==> config.mk <==
export PLATFORM = sky130hd
export DESIGN_NAME = frac_nr_div
export DESIGN_NICKNAME = d
export VERILOG_FILES = /design/src/rtl/frac_div_pkg.sv /design/src/rtl/frac_div_step.sv /design/src/rtl/frac_div_ctrl.sv /design/src/rtl/frac_nr_div.sv
export SDC_FILE = /design/constraint.sdc
export NUM_CORES = 1
export LEC_CHECK = 0
export BUFFER_PORTS_ARGS = -buffer_cell sky130_fd_sc_hd__clkbuf_2
export CORE_AREA = 5 5 98 100
export CTS_CLUSTER_SIZE = 12
export DETAILED_ROUTE_END_ITERATION = 8
export DIE_AREA = 0 0 103 105
export PLACE_DENSITY = 0.45
export SYNTH_ARGS = -nofsm -noshare
export SYNTH_HDL_FRONTEND = slang
export SYNTH_SLANG_ARGS = --single-unit
==> constraint.sdc <==
create_clock -name clk -period 4.44 [get_ports clk]
set_clock_uncertainty 0.15 [all_clocks]
set_input_delay 0.444 -clock clk [delete_from_list [all_inputs] [get_ports clk]]
set_output_delay 0.444 -clock clk [all_outputs]
set_load 0.01 [all_outputs]
==> src/rtl/frac_div_pkg.sv <==
package frac_div_pkg;

    typedef enum logic [1:0] {
        ST_IDLE = 2'd0,
        ST_RUN  = 2'd1,
        ST_FIX  = 2'd2
    } div_state_e;

    localparam int unsigned DEF_INT_BITS  = 4;
    localparam int unsigned DEF_FRAC_BITS = 4;

endpackage

==> src/rtl/frac_div_step.sv <==
module frac_div_step #(
    parameter int unsigned N = 4
) (
    input  logic [N+1:0] part_in,
    input  logic         in_bit,
    input  logic [N-1:0] divisor,
    output logic [N+1:0] part_out,
    output logic         q_bit
);
    logic [N+1:0] shifted;
    logic [N+1:0] dsr_ext;

    always_comb begin
        shifted = {part_in[N:0], in_bit};
        dsr_ext = {2'b00, divisor};
        if (part_in[N+1]) begin
            part_out = shifted + dsr_ext;
        end else begin
            part_out = shifted - dsr_ext;
        end
        q_bit = ~part_out[N+1];
    end
endmodule

==> src/rtl/frac_div_ctrl.sv <==
module frac_div_ctrl
    import frac_div_pkg::*;
#(
    parameter int unsigned STEPS = 8
) (
    input  logic       clk,
    input  logic       rst,
    input  logic       launch,
    output div_state_e state
);
    localparam int unsigned CW = $clog2(STEPS + 1);

    logic [CW-1:0] step_cnt;

    always_ff @(posedge clk) begin
        if (rst) begin
            state    <= ST_IDLE;
            step_cnt <= '0;
        end else begin
            case (state)
                ST_IDLE: begin
                    step_cnt <= '0;
                    if (launch) begin
                        state <= ST_RUN;
                    end
                end
                ST_RUN: begin
                    step_cnt <= step_cnt + 1'b1;
                    if (step_cnt == CW'(STEPS - 1)) begin
                        state <= ST_FIX;
                    end
                end
                ST_FIX:  state <= ST_IDLE;
                default: state <= ST_IDLE;
            endcase
        end
    end
endmodule

==> src/rtl/frac_nr_div.sv <==
module frac_nr_div
    import frac_div_pkg::*;
#(
    parameter int unsigned N = DEF_INT_BITS,
    parameter int unsigned F = DEF_FRAC_BITS
) (
    input  logic           clk,
    input  logic           rst,
    input  logic           start,
    input  logic [N-1:0]   dividend,
    input  logic [N-1:0]   divisor,
    output logic           busy,
    output logic           done,
    output logic           div_zero,
    output logic [N+F-1:0] quotient,
    output logic [N-1:0]   remainder
);
    localparam int unsigned W  = N + F;
    localparam int unsigned PW = N + 2;

    div_state_e    state;
    logic          accept;
    logic          launch;
    logic [W-1:0]  dvd_sh;
    logic [N-1:0]  dsr_q;
    logic [PW-1:0] part_q;
    logic [PW-1:0] part_nx;
    logic [PW-1:0] part_fixed;
    logic          q_bit;
    logic [W-1:0]  quo_acc;

    assign accept = start && (state == ST_IDLE);
    assign launch = accept && (divisor != '0);
    assign busy   = (state != ST_IDLE);

    frac_div_ctrl #(.STEPS(W)) u_ctrl (
        .clk    (clk),
        .rst    (rst),
        .launch (launch),
        .state  (state)
    );

    frac_div_step #(.N(N)) u_step (
        .part_in  (part_q),
        .in_bit   (dvd_sh[W-1]),
        .divisor  (dsr_q),
        .part_out (part_nx),
        .q_bit    (q_bit)
    );

    assign part_fixed = part_q[PW-1] ? (part_q + {2'b00, dsr_q}) : part_q;

    always_ff @(posedge clk) begin
        if (rst) begin
            dvd_sh    <= '0;
            dsr_q     <= '0;
            part_q    <= '0;
            quo_acc   <= '0;
            quotient  <= '0;
            remainder <= '0;
            div_zero  <= 1'b0;
            done      <= 1'b0;
        end else begin
            done <= 1'b0;
            if (accept) begin
                if (divisor == '0) begin
                    quotient  <= '1;
                    remainder <= dividend;
                    div_zero  <= 1'b1;
                    done      <= 1'b1;
                end else begin
                    dvd_sh  <= W'(dividend) << F;
                    dsr_q   <= divisor;
                    part_q  <= '0;
                    quo_acc <= '0;
                end
            end else if (state == ST_RUN) begin
                part_q  <= part_nx;
                dvd_sh  <= dvd_sh << 1;
                quo_acc <= {quo_acc[W-2:0], q_bit};
            end else if (state == ST_FIX) begin
                quotient  <= quo_acc;
                remainder <= part_fixed[N-1:0];
                div_zero  <= 1'b0;
                done      <= 1'b1;
            end
        end
    end
endmodule

## Word-level counts from Yosys, hierarchy flattened

Cells that the tools add are included.

| cells by class | value |
|---|---|
| add/sub/neg operators | 4 |
| equality and inequality tests | 8 |
| multiplexer cells | 31 |
| bitwise logic cells | 2 |
| reductions and logical operators | 13 |

Operators by type and width:

| operator | number |
|---|---|
| $mux 8 | 10 |
| $mux 6 | 4 |
| $mux 4 | 5 |
| $mux 1 | 8 |
| $pmux 4 s2 | 1 |
| $reduce_bool 2->1 | 4 |
| $add 6x4->6 | 1 |
| $ne 2x2->1 const B | 3 |
| $reduce_and 2->1 | 3 |
| $sub 6x4->6 | 1 |
| $add 4x1->4 const B | 1 |
| $add 4x4->4 | 1 |
| $eq 4x3->1 const B | 1 |
| $logic_not 4->1 | 1 |
| $mux 2 | 2 |
| $ne 2x1->1 const B | 2 |
| $pmux 2 s2 | 1 |
| $reduce_bool 4->1 | 1 |
| $reduce_and 3->1 | 1 |
| $eq 2x1->1 const B | 1 |
| $eq 2x2->1 const B | 1 |
| $logic_and 1x1->1 | 2 |
| $logic_not 2->1 | 1 |
| $not 1->1 | 2 |

| word-level totals | value |
|---|---|
| flip-flop bits (word level) | 46 |
| input port bits | 11 |
| output and inout bits | 15 |
| word-level logic and storage cells | 68 |

## Logic depth before layout (Yosys ltp)

| depth | value |
|---|---|
| word-level depth | 5 |
| depth in mapped cells | 9 |
| depth with buffers taken out | 9 |

## Hierarchy

From an unflattened synthesis, not the netlist that was laid out.

| second synthesis, totals | value |
|---|---|
| cell total of the unflattened synthesis | 231 |
| area total of the unflattened synthesis | 2112.0 sq um |

By module, submodules not included:

| module | instances | cells each | area an instance (sq um) | seq. area each (sq um) |
|---|---|---|---|---|
| frac_nr_div | 1 | 168 | 1570.3 | 720.7 |
| frac_div_step | 1 | 37 | 292.8 | 0.0 |
| frac_div_ctrl | 1 | 26 | 249.0 | 120.1 |

## Least setup slack after synthesis

Ideal clock, no wire load.

| timing path | value |
|---|---|
| kind | reg2reg |
| start | register part_q[5] |
| end | register part_q[5] |
| setup time | 0.117 ns |
| arrival | 2.321 ns |
| data required time | 4.173 ns |
| path slack | 1.853 ns |
| stages on the path, launching flop included | 8 |
| path buffers | 1 |
| clock period less this slack | 2.587 ns |
| cells stage by stage | dfxtp_1 -> clkbuf_1 -> mux2_2 -> ha_1 -> a21o_1 -> a2111oi_0 -> xnor3_1 -> a22o_1 |

| between the ends | value |
|---|---|
| cells in the longest elaborated chain, start to end | 3 |

RTL lines:

| item | line | source |
|---|---|---|
| start: declaration | frac_nr_div.sv:26 | `logic [PW-1:0] part_q;` |
| start signal: assignment | frac_nr_div.sv:78 | `part_q <= part_nx;` |
| $mux 6 | frac_div_step.sv:16 | `if (part_in[N+1]) begin` |
| $mux 6 | frac_nr_div.sv:77 | `end else if (state == ST_RUN) begin` |
| $mux 6 | frac_nr_div.sv:65 | `if (accept) begin` |

No other way between the ends. The select of a mux whose other input is x is not followed.
A chain may end at the register's enable or synchronous reset.

## Worst setup path after layout

| timing path | value |
|---|---|
| start | register dsr_q[1] |
| end | register part_q[5] |

| between the ends | value |
|---|---|
| cells in the longest elaborated chain, start to end | 4 |
| elaborated cells on any way between the ends | 5 |
| those cells by class | 2 x add/sub; 3 x mux |

RTL lines:

| item | line | source |
|---|---|---|
| start: declaration | frac_nr_div.sv:25 | `logic [N-1:0] dsr_q;` |
| start signal: assignment | frac_nr_div.sv:73 | `dsr_q <= divisor;` |
| $sub 6x4->6 or $add 6x4->6 (tied branches) | frac_div_step.sv:19, frac_div_step.sv:17 |  |
| $mux 6 * | frac_div_step.sv:16 |  |
| $mux 6 * | frac_nr_div.sv:77 |  |
| $mux 6 * | frac_nr_div.sv:65 |  |

Mark *: on every way between the ends. The rest lies on a longest branch, timed or not. The select of a mux whose other input is x is not followed.

==> results_tabular.tex <==
\begin{tabular}{lr}
\hline
Metric & Value \\
\hline
\multicolumn{2}{l}{\textbf{Run status}} \\
Outcome & finished clean \\
\multicolumn{2}{l}{\textbf{Critical path}} \\
Peak fanout along the critical path & 5 \\
Arrival @ worst endpoint & 2.81 ns \\
Critical setup path kind & reg2reg \\
Critical Path, Cell by Cell & inv\_1 > ha\_1 > mux2\_2 > ha\_1 > a21o\_1 > a2111oi\_0 > xnor3\_1 > a22o\_1 \\
Critical Path End Type & register \\
Beginning of the worst register-to-register path & dsr\_q[1]\$\_SDFFE\_PP0P\_ \\
Slowest Stage Delay on Critical Path & 0.48 ns \\
Critical Path Most Common Cell & sky130\_fd\_sc\_hd\_\_ha\_1 \\
Critical Path Start Type & register \\
Reg2Reg Setup Slack & 1.67 ns \\
Worst reg2reg path depth & 8 \\
Worst flop-to-flop path endpoint & part\_q[5]\$\_SDFFE\_PP0P\_ \\
Required arrival time at the worst endpoint & 4.48 ns \\
Slowest stage cell on the critical path & sky130\_fd\_sc\_hd\_\_a2111oi\_0 \\
\multicolumn{2}{l}{\textbf{Clock tree}} \\
CTS tree & built \\
CTS root buf & sky130\_fd\_sc\_hd\_\_clkbuf\_8 \\
Post-cts sizing count & 0 \\
Clock input transition at the sequential cells of the worst setup and hold paths & 0.08 ns \\
Number of buffers inserted to repair setup after CTS & 0 \\
Clock network latency to the later pin of the worst-skew pair & 0.29 ns \\
Hold bufs inserted after CTS & 0 \\
CTS H-tree depth & 2 \\
Clock Tree Buf Depth & 2 \\
CTS buffer count & 5 \\
Sinks on Clock Net & 42 \\
\multicolumn{2}{l}{\textbf{Yosys}} \\
Count of mapped cells out of synthesis & 223 \\
Sequential element share of the synthesized area & 39.9\% \\
Number of enable flip-flop cells after synthesis & 0 \\
Synth top area share & 39.9\% \\
Flop and latch count out of synthesis & 42 \\
Top flip-flop cell by instance count after synthesis & sky130\_fd\_sc\_hd\_\_dfxtp\_1 \\
Top cells by count, synth & sky130\_fd\_sc\_hd\_\_dfxtp\_1 (42), sky130\_fd\_sc\_hd\_\_nor2\_1 (20), sky130\_fd\_sc\_hd\_\_a21oi\_1 (16) \\
Netlist area before placement & 2110 um2 \\
Count leader, synth & sky130\_fd\_sc\_hd\_\_dfxtp\_1 \\
Cell taking the most area after synthesis & sky130\_fd\_sc\_hd\_\_dfxtp\_1 \\
Post-synthesis area per instance & 9.44 um2 \\
Unique masters post-synth & 50 \\
Count of warnings emitted by yosys & 0 \\
Net Count, Synth & 246 \\
Area contributors post-synth & sky130\_fd\_sc\_hd\_\_dfxtp\_1 (40\%), sky130\_fd\_sc\_hd\_\_ha\_1 (5.9\%), sky130\_fd\_sc\_hd\_\_a21oi\_1 (3.8\%), sky130\_fd\_sc\_hd\_\_a22o\_1 (3.7\%), sky130\_fd\_sc\_hd\_\_nor2\_1 (3.6\%) \\
FFs w/ async S/R, synth & 0\% \\
\multicolumn{2}{l}{\textbf{Pwr}} \\
Peak supply drop & 112 uV \\
Areal power density over the cells & 348 nW/um2 \\
Leakage component of the power & 0.976 nW \\
\multicolumn{2}{l}{\textbf{Floorplanning}} \\
Ports placed on the boundary & 26 \\
Total die area & 10800 um2 \\
Placeable core area & 8590 um2 \\
Starting density of the core & 24.5\% \\
Floorplan die height & 105 um \\
\# rows & 34 \\
Width of the chip & 103 um \\
\multicolumn{2}{l}{\textbf{Routing}} \\
Vias/cell & 4.75 \\
Vias after detailed routing & 1661 \\
Number of remaining DRC errors & 0 \\
Count of antenna-violating nets left after detailed routing & 0 \\
Number of DRC markers after the initial detailed-route iteration & 87 \\
Routed wire length & 5100 um \\
Number of detailed-routing iterations run before antenna repair & 4 \\
Average wire per cell in the routed design & 14.6 um \\
\multicolumn{2}{l}{\textbf{Layout}} \\
Relative area change from synthesis to final layout & 14.3\% \\
\# diodes & 0 \\
Net count of the finished layout & 264 \\
Fill cell count & 938 \\
Post-route cell area & 2410 um2 \\
Final design utilization & 28.0\% \\
Share of layout cells above drive strength 1 & 17.8\% \\
\multicolumn{2}{l}{\textbf{STA}} \\
Worst slew slack as a fraction of its limit & 31.2\% \\
Maximum clock frequency & 361 MHz \\
Setup TNS after final layout & 0 ns \\
Actual slew at the worst max-slew pin & 1.03 ns \\
Final-report max-slew violation count & 0 \\
RSZ-0062 raised after global routing & no \\
Final critical-path share of the clock period & 62.4\% \\
Final Hold Fails & 0 \\
Min cycle time layout & 2.77 ns \\
Setup violations, final & 0 \\
\multicolumn{2}{l}{\textbf{Place}} \\
Cell Area, Placed & 2300 um2 \\
HPWL reported at the end of detailed placement & 3700 um \\
Number of port buffers & 25 \\
Final RePlAce weighted congestion & 0.811 \\
\multicolumn{2}{l}{\textbf{Worst hold path}} \\
Startpoint of the tightest hold check path & dvd\_sh[4]\$\_SDFFE\_PP0P\_ \\
Hold path cells & 2 \\
Tightest Hold Check Type & reg2reg \\
Endpoint of the worst hold path & dvd\_sh[5]\$\_SDFFE\_PP0P\_ \\
\multicolumn{2}{l}{\textbf{Global routing}} \\
GRT Total Usage & 9.82\% \\
Pin count of the biggest net entering global routing & 27 \\
Antenna violations before repair & 0 \\
Vias in the first global route & 1571 \\
Total global routing overflow & 0 \\
Wire length of the first global-routing pass & 8350 um \\
\multicolumn{2}{l}{\textbf{Flow run}} \\
Max-cap viol count & 0 \\
\hline
\end{tabular}
-- layout make-up --
type                    instances  area (um2)  area share, %
well taps                     108         135           5.61
clock buffers                   6        72.6           3.01
multi-input cells             158        1160           48.1
flip-flops and latches         42         841           34.9
inverters                       8        30.0           1.25
repair buffers                 26         133           5.51
clock inverters                 2        37.5           1.56
-- sequential cells by signal, summed over array words and instances (netlist names) --
signal           cells
div_zero             1
done                 1
dsr_q                4
dvd_sh               4
part_q               6
quo_acc              8
quotient             8
remainder            4
u_ctrl.state         2
u_ctrl.step_cnt      4
-- critical path: cells and delay by family (launching register included) --
family / cells / cell delay (ns)
flops: 1 / 0.40
compound gates: 3 / 0.87
buf+inv: 1 / 0.10
xor+xnor: 1 / 0.31
mux: 1 / 0.29
fa+ha+maj: 2 / 0.55
-- worst max-delay path by stage --
| stage | startpoint | slack, ns | to | depth (start not counted) |
|---|---|---|---|---|
| floorplan | part_q[5]$_SDFFE_PP0P_ | 1.85 | part_q[5]$_SDFFE_PP0P_ | 7 |
| global placement | dsr_q[1]$_SDFFE_PP0P_ | 1.71 | part_q[5]$_SDFFE_PP0P_ | 8 |
| detailed placement | dsr_q[1]$_SDFFE_PP0P_ | 1.63 | part_q[5]$_SDFFE_PP0P_ | 8 |
| CTS | dsr_q[1]$_SDFFE_PP0P_ | 1.62 | part_q[5]$_SDFFE_PP0P_ | 8 |
| global route | dsr_q[1]$_SDFFE_PP0P_ | 1.54 | part_q[5]$_SDFFE_PP0P_ | 8 |
| finish | dsr_q[1]$_SDFFE_PP0P_ | 1.67 | part_q[5]$_SDFFE_PP0P_ | 8 |
-- placed cells by master, fill, tap and decap left out, types with 2 or more instances in the layout --
master,Yosys,final
sky130_fd_sc_hd__and3_1,2,2
sky130_fd_sc_hd__xnor2_1,2,2
sky130_fd_sc_hd__mux2i_1,2,2
sky130_fd_sc_hd__o21bai_1,7,7
sky130_fd_sc_hd__nand3_1,4,4
sky130_fd_sc_hd__nand3b_1,2,2
sky130_fd_sc_hd__ha_1,10,10
sky130_fd_sc_hd__fa_1,2,2
sky130_fd_sc_hd__a21oi_1,16,16
sky130_fd_sc_hd__nand2_1,13,13
sky130_fd_sc_hd__a22o_1,9,9
sky130_fd_sc_hd__o21ai_1,4,4
sky130_fd_sc_hd__mux2_2,3,3
sky130_fd_sc_hd__nor2b_1,3,3
sky130_fd_sc_hd__o311a_1,7,7
sky130_fd_sc_hd__nor2_1,20,20
sky130_fd_sc_hd__clkbuf_8,0,5
sky130_fd_sc_hd__xor2_1,4,4
sky130_fd_sc_hd__dfxtp_1,42,42
sky130_fd_sc_hd__o21ai_0,4,4
sky130_fd_sc_hd__inv_1,7,7
sky130_fd_sc_hd__nor3_1,3,3
sky130_fd_sc_hd__a21o_1,3,3
sky130_fd_sc_hd__a22oi_1,8,8
sky130_fd_sc_hd__a211oi_1,4,4
sky130_fd_sc_hd__and2_1,2,2
sky130_fd_sc_hd__or4_1,2,2
sky130_fd_sc_hd__clkbuf_2,0,25
sky130_fd_sc_hd__nand2b_1,3,3
-- power by group --
group          internal [mW]  leakage (nW)  switching (mW)
Sequential             0.391         0.341          0.0201
Combinational         0.0536         0.584          0.0723
Clock                  0.168        0.0514           0.134
Total                  0.612         0.976           0.226
-- routing by layer --
layer / track usage, % / up-vias / wire [um]
met4: 3.33 / 0 / 82
met5: 0 / - / 0
met3: 1.80 / 6 / 155
li1: - / 851 / -
met1: 13.4 / 780 / 2410
met2: 15.4 / 24 / 2450
-- kinds of logic (layout without fill, tap and decap cells) --
| group | Yosys count | after routing | share of synthesized area, % |
|---|---|---|---|
| flip-flops | 42 | 42 | 39.9 |
| AO/OA/AOI/OAI | 71 | 71 | 25.1 |
| adder cells (fa/ha/maj) | 12 | 12 | 7.84 |
| multiplexers | 5 | 5 | 2.55 |
| buffers and inverters | 23 | 42 | 5.05 |
| XOR/XNOR | 7 | 7 | 3.56 |
| AND/OR/NAND/NOR | 63 | 63 | 15.9 |
-- stage by stage --
| step | total power, mW | hold WS [ns] | instances | setup slack (ns) |
|---|---|---|---|---|
| after floorplan | 0.510 | 0.277 | 223 | 1.85 |
| after global placement | 0.546 | 0.288 | 342 | 1.71 |
| after detailed placement | 0.547 | 0.292 | 342 | 1.63 |
| after CTS | 0.850 | 0.303 | 350 | 1.62 |
| after global routing | 0.883 | 0.310 | 350 | 1.54 |
| final | 0.838 | 0.303 | 350 | 1.67 |
Power figures use the tool's default switching activity.
